### src/rtl/ct_pkg.sv
// Package: shared field positions and the status-word packer for the
// call-trace recorder. Assumes depth and peak depth fit in 8 bits.
package ct_pkg;

    localparam int BUS_W       = 32;
    localparam int CNT_FIELD_W = 8;

    // control write bits
    localparam int CTL_CLR_BIT = 0;
    localparam int CTL_FRZ_BIT = 1;

    // status read field positions
    localparam int ST_DEPTH_LSB = 0;
    localparam int ST_PEAK_LSB  = 8;
    localparam int ST_OVF_BIT   = 16;
    localparam int ST_UDF_BIT   = 17;
    localparam int ST_FRZ_BIT   = 18;

    typedef struct packed {
        logic [BUS_W-ST_FRZ_BIT-2:0] pad;
        logic                        frz;
        logic                        udf;
        logic                        ovf;
        logic [CNT_FIELD_W-1:0]      peak;
        logic [CNT_FIELD_W-1:0]      depth;
    } status_t;

    // Build the status word from its parts.
    function automatic logic [BUS_W-1:0] pack_status(
        input logic [CNT_FIELD_W-1:0] depth,
        input logic [CNT_FIELD_W-1:0] peak,
        input logic                   ovf,
        input logic                   udf,
        input logic                   frz
    );
        status_t s;
        s.pad   = '0;
        s.frz   = frz;
        s.udf   = udf;
        s.ovf   = ovf;
        s.peak  = peak;
        s.depth = depth;
        return s;
    endfunction

endpackage

### src/rtl/ct_match.sv
// Module: ct_match
// Compares one instruction word against a value/mask pair. Produces a hit
// only in cycles where the instruction is flagged valid, so a stalled
// instruction held for several cycles is counted once.
module ct_match #(
    parameter int          IR_W = 32,
    parameter logic [31:0] VAL  = 32'h0,
    parameter logic [31:0] MASK = 32'h0
) (
    input  logic [IR_W-1:0] ir,
    input  logic            ir_valid,
    output logic            hit
);

    localparam logic [IR_W-1:0] MASK_W = IR_W'(MASK);
    localparam logic [IR_W-1:0] VAL_W  = IR_W'(VAL) & MASK_W;

    // pattern compare gated by the valid flag
    always_comb begin
        hit = ir_valid && ((ir & MASK_W) == VAL_W);
    end

endmodule

### src/rtl/ct_stack.sv
// Module: ct_stack
// Return-address storage with depth, peak depth and sticky error flags.
// None of this state is touched by the hardware reset: only the clear
// input empties it. Assumes push and pop are already gated by freeze;
// clear beats push, push beats pop.
module ct_stack #(
    parameter int DEPTH  = 32,
    parameter int ADDR_W = 24,
    localparam int PTR_W = $clog2(DEPTH + 1),
    localparam int IDX_W = (DEPTH > 1) ? $clog2(DEPTH) : 1
) (
    input  logic              clk,
    input  logic              rst_n,
    input  logic              clr,
    input  logic              push,
    input  logic              pop,
    input  logic [ADDR_W-1:0] push_data,
    input  logic [IDX_W-1:0]  rd_idx,
    output logic [ADDR_W-1:0] rd_data,
    output logic [PTR_W-1:0]  depth,
    output logic [PTR_W-1:0]  peak,
    output logic              ovf,
    output logic              udf
);

    localparam logic [PTR_W-1:0] FULL    = PTR_W'(DEPTH);
    localparam logic [IDX_W-1:0] TOP_IDX = IDX_W'(DEPTH - 1);

    logic [ADDR_W-1:0] mem [DEPTH];
    logic [PTR_W-1:0]  depth_inc;
    logic [PTR_W-1:0]  depth_dec;
    logic              full;
    logic              empty;

    // next-depth helpers
    always_comb begin
        depth_inc = depth + 1'b1;
        depth_dec = depth - 1'b1;
        full      = (depth == FULL);
        empty     = (depth == '0);
    end

    // pointer, peak and flags; deliberately without reset
    always_ff @(posedge clk) begin
        if (clr) begin
            depth <= '0;
            peak  <= '0;
            ovf   <= 1'b0;
            udf   <= 1'b0;
        end else if (push) begin
            if (full) begin
                ovf <= 1'b1;
            end else begin
                depth <= depth_inc;
                if (depth_inc > peak) begin
                    peak <= depth_inc;
                end
            end
        end else if (pop) begin
            if (empty) begin
                udf <= 1'b1;
            end else begin
                depth <= depth_dec;
            end
        end
    end

    // entry storage; full stack overwrites its top slot
    always_ff @(posedge clk) begin
        if (!clr && push) begin
            if (full) begin
                mem[TOP_IDX] <= push_data;
            end else begin
                mem[depth[IDX_W-1:0]] <= push_data;
            end
        end
    end

    // readout port
    always_comb begin
        rd_data = mem[rd_idx];
    end


    push_grows_chk: assert property (@(posedge clk) disable iff (!rst_n)
        (push && !clr && !full) |=> (depth == $past(depth) + 1'b1));


    pop_shrinks_chk: assert property (@(posedge clk) disable iff (!rst_n)
        (pop && !push && !clr && !empty) |=> (depth == $past(depth) - 1'b1));


    clear_empties_chk: assert property (@(posedge clk) disable iff (!rst_n)
        clr |=> (depth == '0 && peak == '0 && !ovf && !udf));


    peak_bound_chk: assert property (@(posedge clk) disable iff (!rst_n)
        (!clr && !$isunknown(depth)) |=> (peak >= depth));


    no_overflow_chk: assert property (@(posedge clk) disable iff (!rst_n)
        (push && !clr && full) |=> (ovf && depth == FULL));


    underflow_flag_chk: assert property (@(posedge clk) disable iff (!rst_n)
        (pop && !push && !clr && empty) |=> (udf && depth == '0));

endmodule

### src/rtl/ct_bus.sv
// Module: ct_bus
// Two-word register interface: control/status word and data word.
// Holds the freeze bit and the readout cursor, both cleared by reset.
// Read data is registered: one clock of latency.
module ct_bus
    import ct_pkg::*;
#(
    parameter int DEPTH  = 32,
    parameter int ADDR_W = 24,
    localparam int PTR_W = $clog2(DEPTH + 1),
    localparam int IDX_W = (DEPTH > 1) ? $clog2(DEPTH) : 1
) (
    input  logic              clk,
    input  logic              rst_n,
    input  logic              bus_addr,
    input  logic              bus_wr,
    input  logic              bus_rd,
    input  logic [BUS_W-1:0]  bus_wdata,
    input  logic [PTR_W-1:0]  depth,
    input  logic [PTR_W-1:0]  peak,
    input  logic              ovf,
    input  logic              udf,
    input  logic [ADDR_W-1:0] entry,
    output logic [IDX_W-1:0]  rd_idx,
    output logic              sw_clr,
    output logic              freeze,
    output logic [BUS_W-1:0]  bus_rdata
);

    logic [PTR_W-1:0] cursor;
    logic             ctl_wr;
    logic             data_rd;
    logic [BUS_W-1:0] status_w;
    logic [BUS_W-1:0] entry_w;

    // decode strobes and build read words
    always_comb begin
        ctl_wr   = bus_wr && bus_addr;
        data_rd  = bus_rd && !bus_addr;
        sw_clr   = ctl_wr && bus_wdata[CTL_CLR_BIT];
        rd_idx   = IDX_W'(cursor - 1'b1);
        status_w = pack_status(CNT_FIELD_W'(depth), CNT_FIELD_W'(peak),
                               ovf, udf, freeze);
        entry_w  = (cursor != '0) ? BUS_W'(entry) : '0;
    end

    // freeze bit
    always_ff @(posedge clk) begin
        if (!rst_n) begin
            freeze <= 1'b0;
        end else if (ctl_wr) begin
            freeze <= bus_wdata[CTL_FRZ_BIT];
        end
    end

    // readout cursor: rewind on control write, step down on data read
    always_ff @(posedge clk) begin
        if (!rst_n) begin
            cursor <= '0;
        end else if (ctl_wr) begin
            cursor <= sw_clr ? '0 : depth;
        end else if (data_rd && cursor != '0) begin
            cursor <= cursor - 1'b1;
        end
    end

    // registered read data
    always_ff @(posedge clk) begin
        if (!rst_n) begin
            bus_rdata <= '0;
        end else if (bus_rd) begin
            bus_rdata <= bus_addr ? status_w : entry_w;
        end
    end


    cursor_step_chk: assert property (@(posedge clk) disable iff (!rst_n)
        (data_rd && !bus_wr && cursor != '0) |=> (cursor == $past(cursor) - 1'b1));


    rdata_hold_chk: assert property (@(posedge clk) disable iff (!rst_n)
        (!bus_rd && $past(rst_n)) |=> $stable(bus_rdata));

endmodule

### src/rtl/call_trace_recorder.sv
// Module: call_trace_recorder
// Top level. Watches the instruction and link registers, pushes the link
// value on procedure entry, pops on procedure exit, and exposes the stack
// through two bus words. Assumes ir_valid pulses once per issued
// instruction and DEPTH <= 255.
module call_trace_recorder
    import ct_pkg::*;
#(
    parameter int          DEPTH      = 32,
    parameter int          ADDR_W     = 24,
    parameter logic [31:0] ENTRY_VAL  = 32'hAFE0_0000,
    parameter logic [31:0] ENTRY_MASK = 32'hFFFF_0000,
    parameter logic [31:0] EXIT_VAL   = 32'h8FE0_0000,
    parameter logic [31:0] EXIT_MASK  = 32'hFFFF_0000
) (
    input  logic              clk,
    input  logic              rst_n,
    input  logic [31:0]       ir,
    input  logic              ir_valid,
    input  logic [ADDR_W-1:0] lnk,
    input  logic              bus_addr,
    input  logic              bus_wr,
    input  logic              bus_rd,
    input  logic [31:0]       bus_wdata,
    output logic [31:0]       bus_rdata
);

    localparam int PTR_W = $clog2(DEPTH + 1);
    localparam int IDX_W = (DEPTH > 1) ? $clog2(DEPTH) : 1;
    localparam int N_PAT = 2;

    localparam logic [31:0] PAT_VAL  [N_PAT] = '{ENTRY_VAL,  EXIT_VAL};
    localparam logic [31:0] PAT_MASK [N_PAT] = '{ENTRY_MASK, EXIT_MASK};

    logic [N_PAT-1:0]  hits;
    logic              push;
    logic              pop;
    logic              sw_clr;
    logic              freeze;
    logic [IDX_W-1:0]  rd_idx;
    logic [ADDR_W-1:0] entry;
    logic [PTR_W-1:0]  depth;
    logic [PTR_W-1:0]  peak;
    logic              ovf;
    logic              udf;

    // one matcher per pattern: index 0 entry, index 1 exit
    for (genvar g = 0; g < N_PAT; g++) begin : g_match
        ct_match #(
            .IR_W (32),
            .VAL  (PAT_VAL[g]),
            .MASK (PAT_MASK[g])
        ) u_match (
            .ir       (ir),
            .ir_valid (ir_valid),
            .hit      (hits[g])
        );
    end

    // recording gate
    always_comb begin
        push = hits[0] && !freeze;
        pop  = hits[1] && !freeze;
    end

    ct_stack #(
        .DEPTH  (DEPTH),
        .ADDR_W (ADDR_W)
    ) u_stack (
        .clk       (clk),
        .rst_n     (rst_n),
        .clr       (sw_clr),
        .push      (push),
        .pop       (pop),
        .push_data (lnk),
        .rd_idx    (rd_idx),
        .rd_data   (entry),
        .depth     (depth),
        .peak      (peak),
        .ovf       (ovf),
        .udf       (udf)
    );

    ct_bus #(
        .DEPTH  (DEPTH),
        .ADDR_W (ADDR_W)
    ) u_bus (
        .clk       (clk),
        .rst_n     (rst_n),
        .bus_addr  (bus_addr),
        .bus_wr    (bus_wr),
        .bus_rd    (bus_rd),
        .bus_wdata (bus_wdata),
        .depth     (depth),
        .peak      (peak),
        .ovf       (ovf),
        .udf       (udf),
        .entry     (entry),
        .rd_idx    (rd_idx),
        .sw_clr    (sw_clr),
        .freeze    (freeze),
        .bus_rdata (bus_rdata)
    );


    freeze_hold_chk: assert property (@(posedge clk) disable iff (!rst_n)
        (freeze && !sw_clr) |=> (depth == $past(depth) && ovf == $past(ovf)
                                 && udf == $past(udf)));


    invalid_ignored_chk: assert property (@(posedge clk) disable iff (!rst_n)
        (!ir_valid && !sw_clr) |=> (depth == $past(depth)));

endmodule

### config.mk
export PLATFORM = sky130hd
export DESIGN_NAME = call_trace_recorder
export DESIGN_NICKNAME = d
export VERILOG_FILES = /design/src/rtl/ct_pkg.sv /design/src/rtl/ct_match.sv /design/src/rtl/ct_stack.sv /design/src/rtl/ct_bus.sv /design/src/rtl/call_trace_recorder.sv
export SDC_FILE = /design/constraint.sdc
export NUM_CORES = 1
export LEC_CHECK = 0
export ABC_AREA = 0
export CAP_MARGIN = 20
export CORE_MARGIN = 2
export CORE_UTILIZATION = 50
export DETAILED_ROUTE_END_ITERATION = 6
export MAX_ROUTING_LAYER = met4
export PLACE_DENSITY = 0.68
export SYNTH_ARGS = -nofsm -noshare
export SYNTH_HDL_FRONTEND = slang
export SYNTH_SLANG_ARGS = --single-unit
### constraint.sdc
create_clock -name clk -period 12.4 [get_ports clk]
set_input_delay 3.72 -clock clk [delete_from_list [all_inputs] [get_ports clk]]
set_output_delay 3.72 -clock clk [all_outputs]
set_load 0.02 [all_outputs]
==> key figures <==
Run status
  – Status: completed

Clock network
  – Worst-path clk slew: 0.06 ns
  – Worst-skew pair later-pin latency: approximately 0.64 ns
  – Clock Tree Root: clkbuf_16
  – Resized Gates After CTS: 0
  – Post-CTS Setup Bufs: 0
  – CTS Hold Bufs: 0
  – CTS sink count: roughly 810
  – H-tree depth: 3
  – Longest Clk Path Bufs: 3
  – CTS tree: built
  – Total CTS buffers: just over 80

Worst setup path
  – CP max stage cell: nor2_2
  – Crit path launch: ir[17]
  – Worst setup path end: u_stack.mem[21][15]$_DFFE_PP_
  – Reg2Reg Launch Point: u_bus.cursor[0]$_SDFFE_PN0P_
  – Critical path type: in2reg
  – Flop2flop setup slack: about 7.4 ns
  – Slowest stage delay, CP: approximately 0.86 ns
  – R2r worst-path depth: 9
  – Startpoint types: input port
  – Required time of the worst setup path: ~13 ns
  – Crit path DAT: slightly below 8 ns
  – CP cell instances: clkdlybuf4s50_1 -> nor4b_2 -> and4_1 -> and3_1 -> nand2_2 -> or4b_1 -> nor2_2 -> buf_4
  – Critical path buffer and inverter count: 2
  – CP Max Fanout: 14
  – Worst r2r dst: u_bus.bus_rdata[8]$_SDFFE_PN0P_
  – CP Capture Type: flop
  – Crit path max-delay family: simple AND/OR/NAND/NOR gates
  – Stages on the worst setup path: 8

Place
  – Placed cell areas: 33600 µm²
  – GP Congestion: about 0.84
  – Post-detail-place hpwl: 41.6 mm
  – IO Port Bufs: 71
  – Setup WS pre-CTS: about 4.4 ns

STA
  – Max Slew Vio Count: 0
  – Fin crit share: 0.596
  – Fin crit period: 7.39 ns
  – Setup Viol. Count Final: 0
  – Upper clock frequency limit: 135 MHz
  – Clk_skew: between 0.02 and 0.025 ns
  – Unrepaired setup endpoints after global routing: false
  – Worst Tran Pin Value: between 1 and 1.5 ns
  – Final hold vios: 0
  – Final WS setup: around 5 ns
  – Setup tns final: 0 ns
  – Relative slew slack: 0.228

GRT
  – GRT Resource Usage Total: 0.239
  – Vias in the first global route: roughly 17000
  – Initial antenna violation count: 3
  – Largest net degree at the start of global routing: 62
  – GR Overflow Total: 0
  – Global-route wire length before repair: ~110 mm

Floorplan
  – Die area: between 60000 and 70000 µm²
  – Die X: approximately 260 µm
  – Row count: between 90 and 100
  – Initial Util: 0.505
  – Die Height: between 200 and 300 µm
  – IO Pins: roughly 130
  – Core Footprint: roughly 63000 µm²

Power and ir drop
  – Pwr Total: between 8000 and 9000 µW
  – P_leak: 0.0117 µW
  – Worst VDD drop: 0.233 mV
  – PwrDens: about 230 nW/µm²

Yosys
  – Dominant cell type by area after synthesis: edfxtp_1
  – Top-count cell post-synth: edfxtp_1
  – Share of the synthesized area in the top cell type: 0.724
  – Ys flop type: edfxtp_1
  – Synth top cells by count: edfxtp_1, mux4_2, nand2_1
  – Mapped Area: 31900 µm²
  – Average cell area after synthesis: approximately 19 µm²
  – Synth area leaders: edfxtp_1, mux4_2, dfxtp_1
  – Asr flop ratio synth: 0
  – Yosys cell types: between 60 and 70
  – Synth Register Bits: 813
  – Sequential share of the synthesized area: 0.752
  – Yosys warning count: 0
  – Synth Instances: 1673
  – Post-synth EDFFs: around 770

Run
  – Max-Cap Viols: 0

Hold path
  – Hold WC Path Type: reg2reg

Drt
  – Vias: ~17000
  – DR vias/cell: ~6.2
  – Routed WL per cell: 28.1 µm
  – DRC errors left: 0
  – Final ANT Viol Nets: 0
  – Routed wire length: ~76 mm
  – TritonRoute pass-1 iters: 6
  – Initial detailed-routing violation count: just under 2000

Final layout
  – Final nets: 1892
  – Area Overhead vs Synth: 15.7%
  – Final instance area: about 37000 µm²
  – Share of cells above drive strength 1: 0.218
[tightest hold or removal path: cells and delay by family, from the launching register on]
family	cells	cell delay, ns
flip-flops	1	0.33
AO/OA/AOI/OAI	2	0.15
[through the flow]
stage / cells / util / hold slack, ns
after floorplan: 1680 / - / 0.438
after global placement: 2529 / 0.533 / 0.483
after detailed placement: 2529 / 0.533 / 0.490
after CTS: 2681 / 0.576 / 0.522
after global routing: 2703 / 0.584 / 0.543
final: 2703 / 0.584 / 0.515
[worst min path at each step]
stage,depth (start not counted),endpoint,startpoint,slack (ns)
2_1_floorplan,2,u_stack.udf$_SDFFE_PP0P_,u_stack.udf$_SDFFE_PP0P_,0.44
3_3_place_gp,2,u_bus.bus_rdata[16]$_SDFFE_PN0P_,u_bus.bus_rdata[16]$_SDFFE_PN0P_,0.48
3_5_place_dp,1,u_bus.bus_rdata[6]$_SDFFE_PN0P_,u_bus.bus_rdata[6]$_SDFFE_PN0P_,0.49
4_1_cts,2,u_bus.freeze$_SDFFE_PN0N_,u_bus.freeze$_SDFFE_PN0N_,0.52
5_1_grt,2,u_bus.bus_rdata[17]$_SDFFE_PN0P_,u_bus.bus_rdata[17]$_SDFFE_PN0P_,0.54
6_report,2,u_bus.bus_rdata[17]$_SDFFE_PN0P_,u_bus.bus_rdata[17]$_SDFFE_PN0P_,0.51
[layer usage]
metal / wire length (µm) / GRT usage / vias up / part of all wire
li1: - / - / 7007 / -
met1: 30600 / 0.317 / 8779 / 0.40
met2: 37200 / 0.376 / 742 / 0.49
met3: 5990 / 0.0511 / 137 / 0.079
met4: 2010 / 0.0751 / 0 / 0.026
met5: 0 / - / - / 0
[cell usage in the layout, fill, tap and decap left out, drive strengths merged, types with 30 or more instances in the layout]
cell / netlist / layout
a21oi: 40 / 40
a31oi: 31 / 31
buf: 52 / 51
clkbuf: 53 / 111
clkdlybuf4s50: 0 / 71
clkinv: 0 / 30
dfxtp: 45 / 45
edfxtp: 768 / 768
mux2i: 30 / 30
mux4: 176 / 176
nand2: 156 / 156
nand3: 34 / 34
nor2: 70 / 70
o21ai: 45 / 45
[sequential cells by signal (all words and copies together), names as in the netlist]
| name | count |
|---|---|
| u_stack.mem | 768 |
| u_bus.bus_rdata | 24 |
| u_bus.cursor | 6 |
| u_stack.depth | 6 |
| u_stack.peak | 6 |
| u_bus.freeze | 1 |
| u_stack.ovf | 1 |
| u_stack.udf | 1 |
[cell type report]
type	instances	area, µm²
fillers	4588	26200
flip-flops and latches	813	24000
multi-input cells	750	7530
clock buffers	105	2210
repair buffers	128	1500
well taps	846	1060
clock inverters	47	549
inverters	12	45.0
diodes	2	5.00
[cells by family after synthesis]
| group | Yosys count | synth area share |
|---|---|---|
| muxes | 207 | 0.134 |
| AOI/OAI and AO/OA | 192 | 0.0408 |
| and+or+nand+nor | 322 | 0.0460 |
| buffers and inverters | 117 | 0.0192 |
| adders and majority gates | 10 | 0.00393 |
| other | 1 | 0.000118 |
| DFF | 813 | 0.752 |
| xor gates and xnor gates | 11 | 0.00361 |
[report_power, final]
| part | switching, µW | internal (µW) | leakage (µW) |
|---|---|---|---|
| registers | 60.8 | 3030 | 0.00726 |
| clock network | 1040 | 1500 | 0.00134 |
| logic | 1670 | 1240 | 0.00307 |
Power figures use the tool's default switching activity.
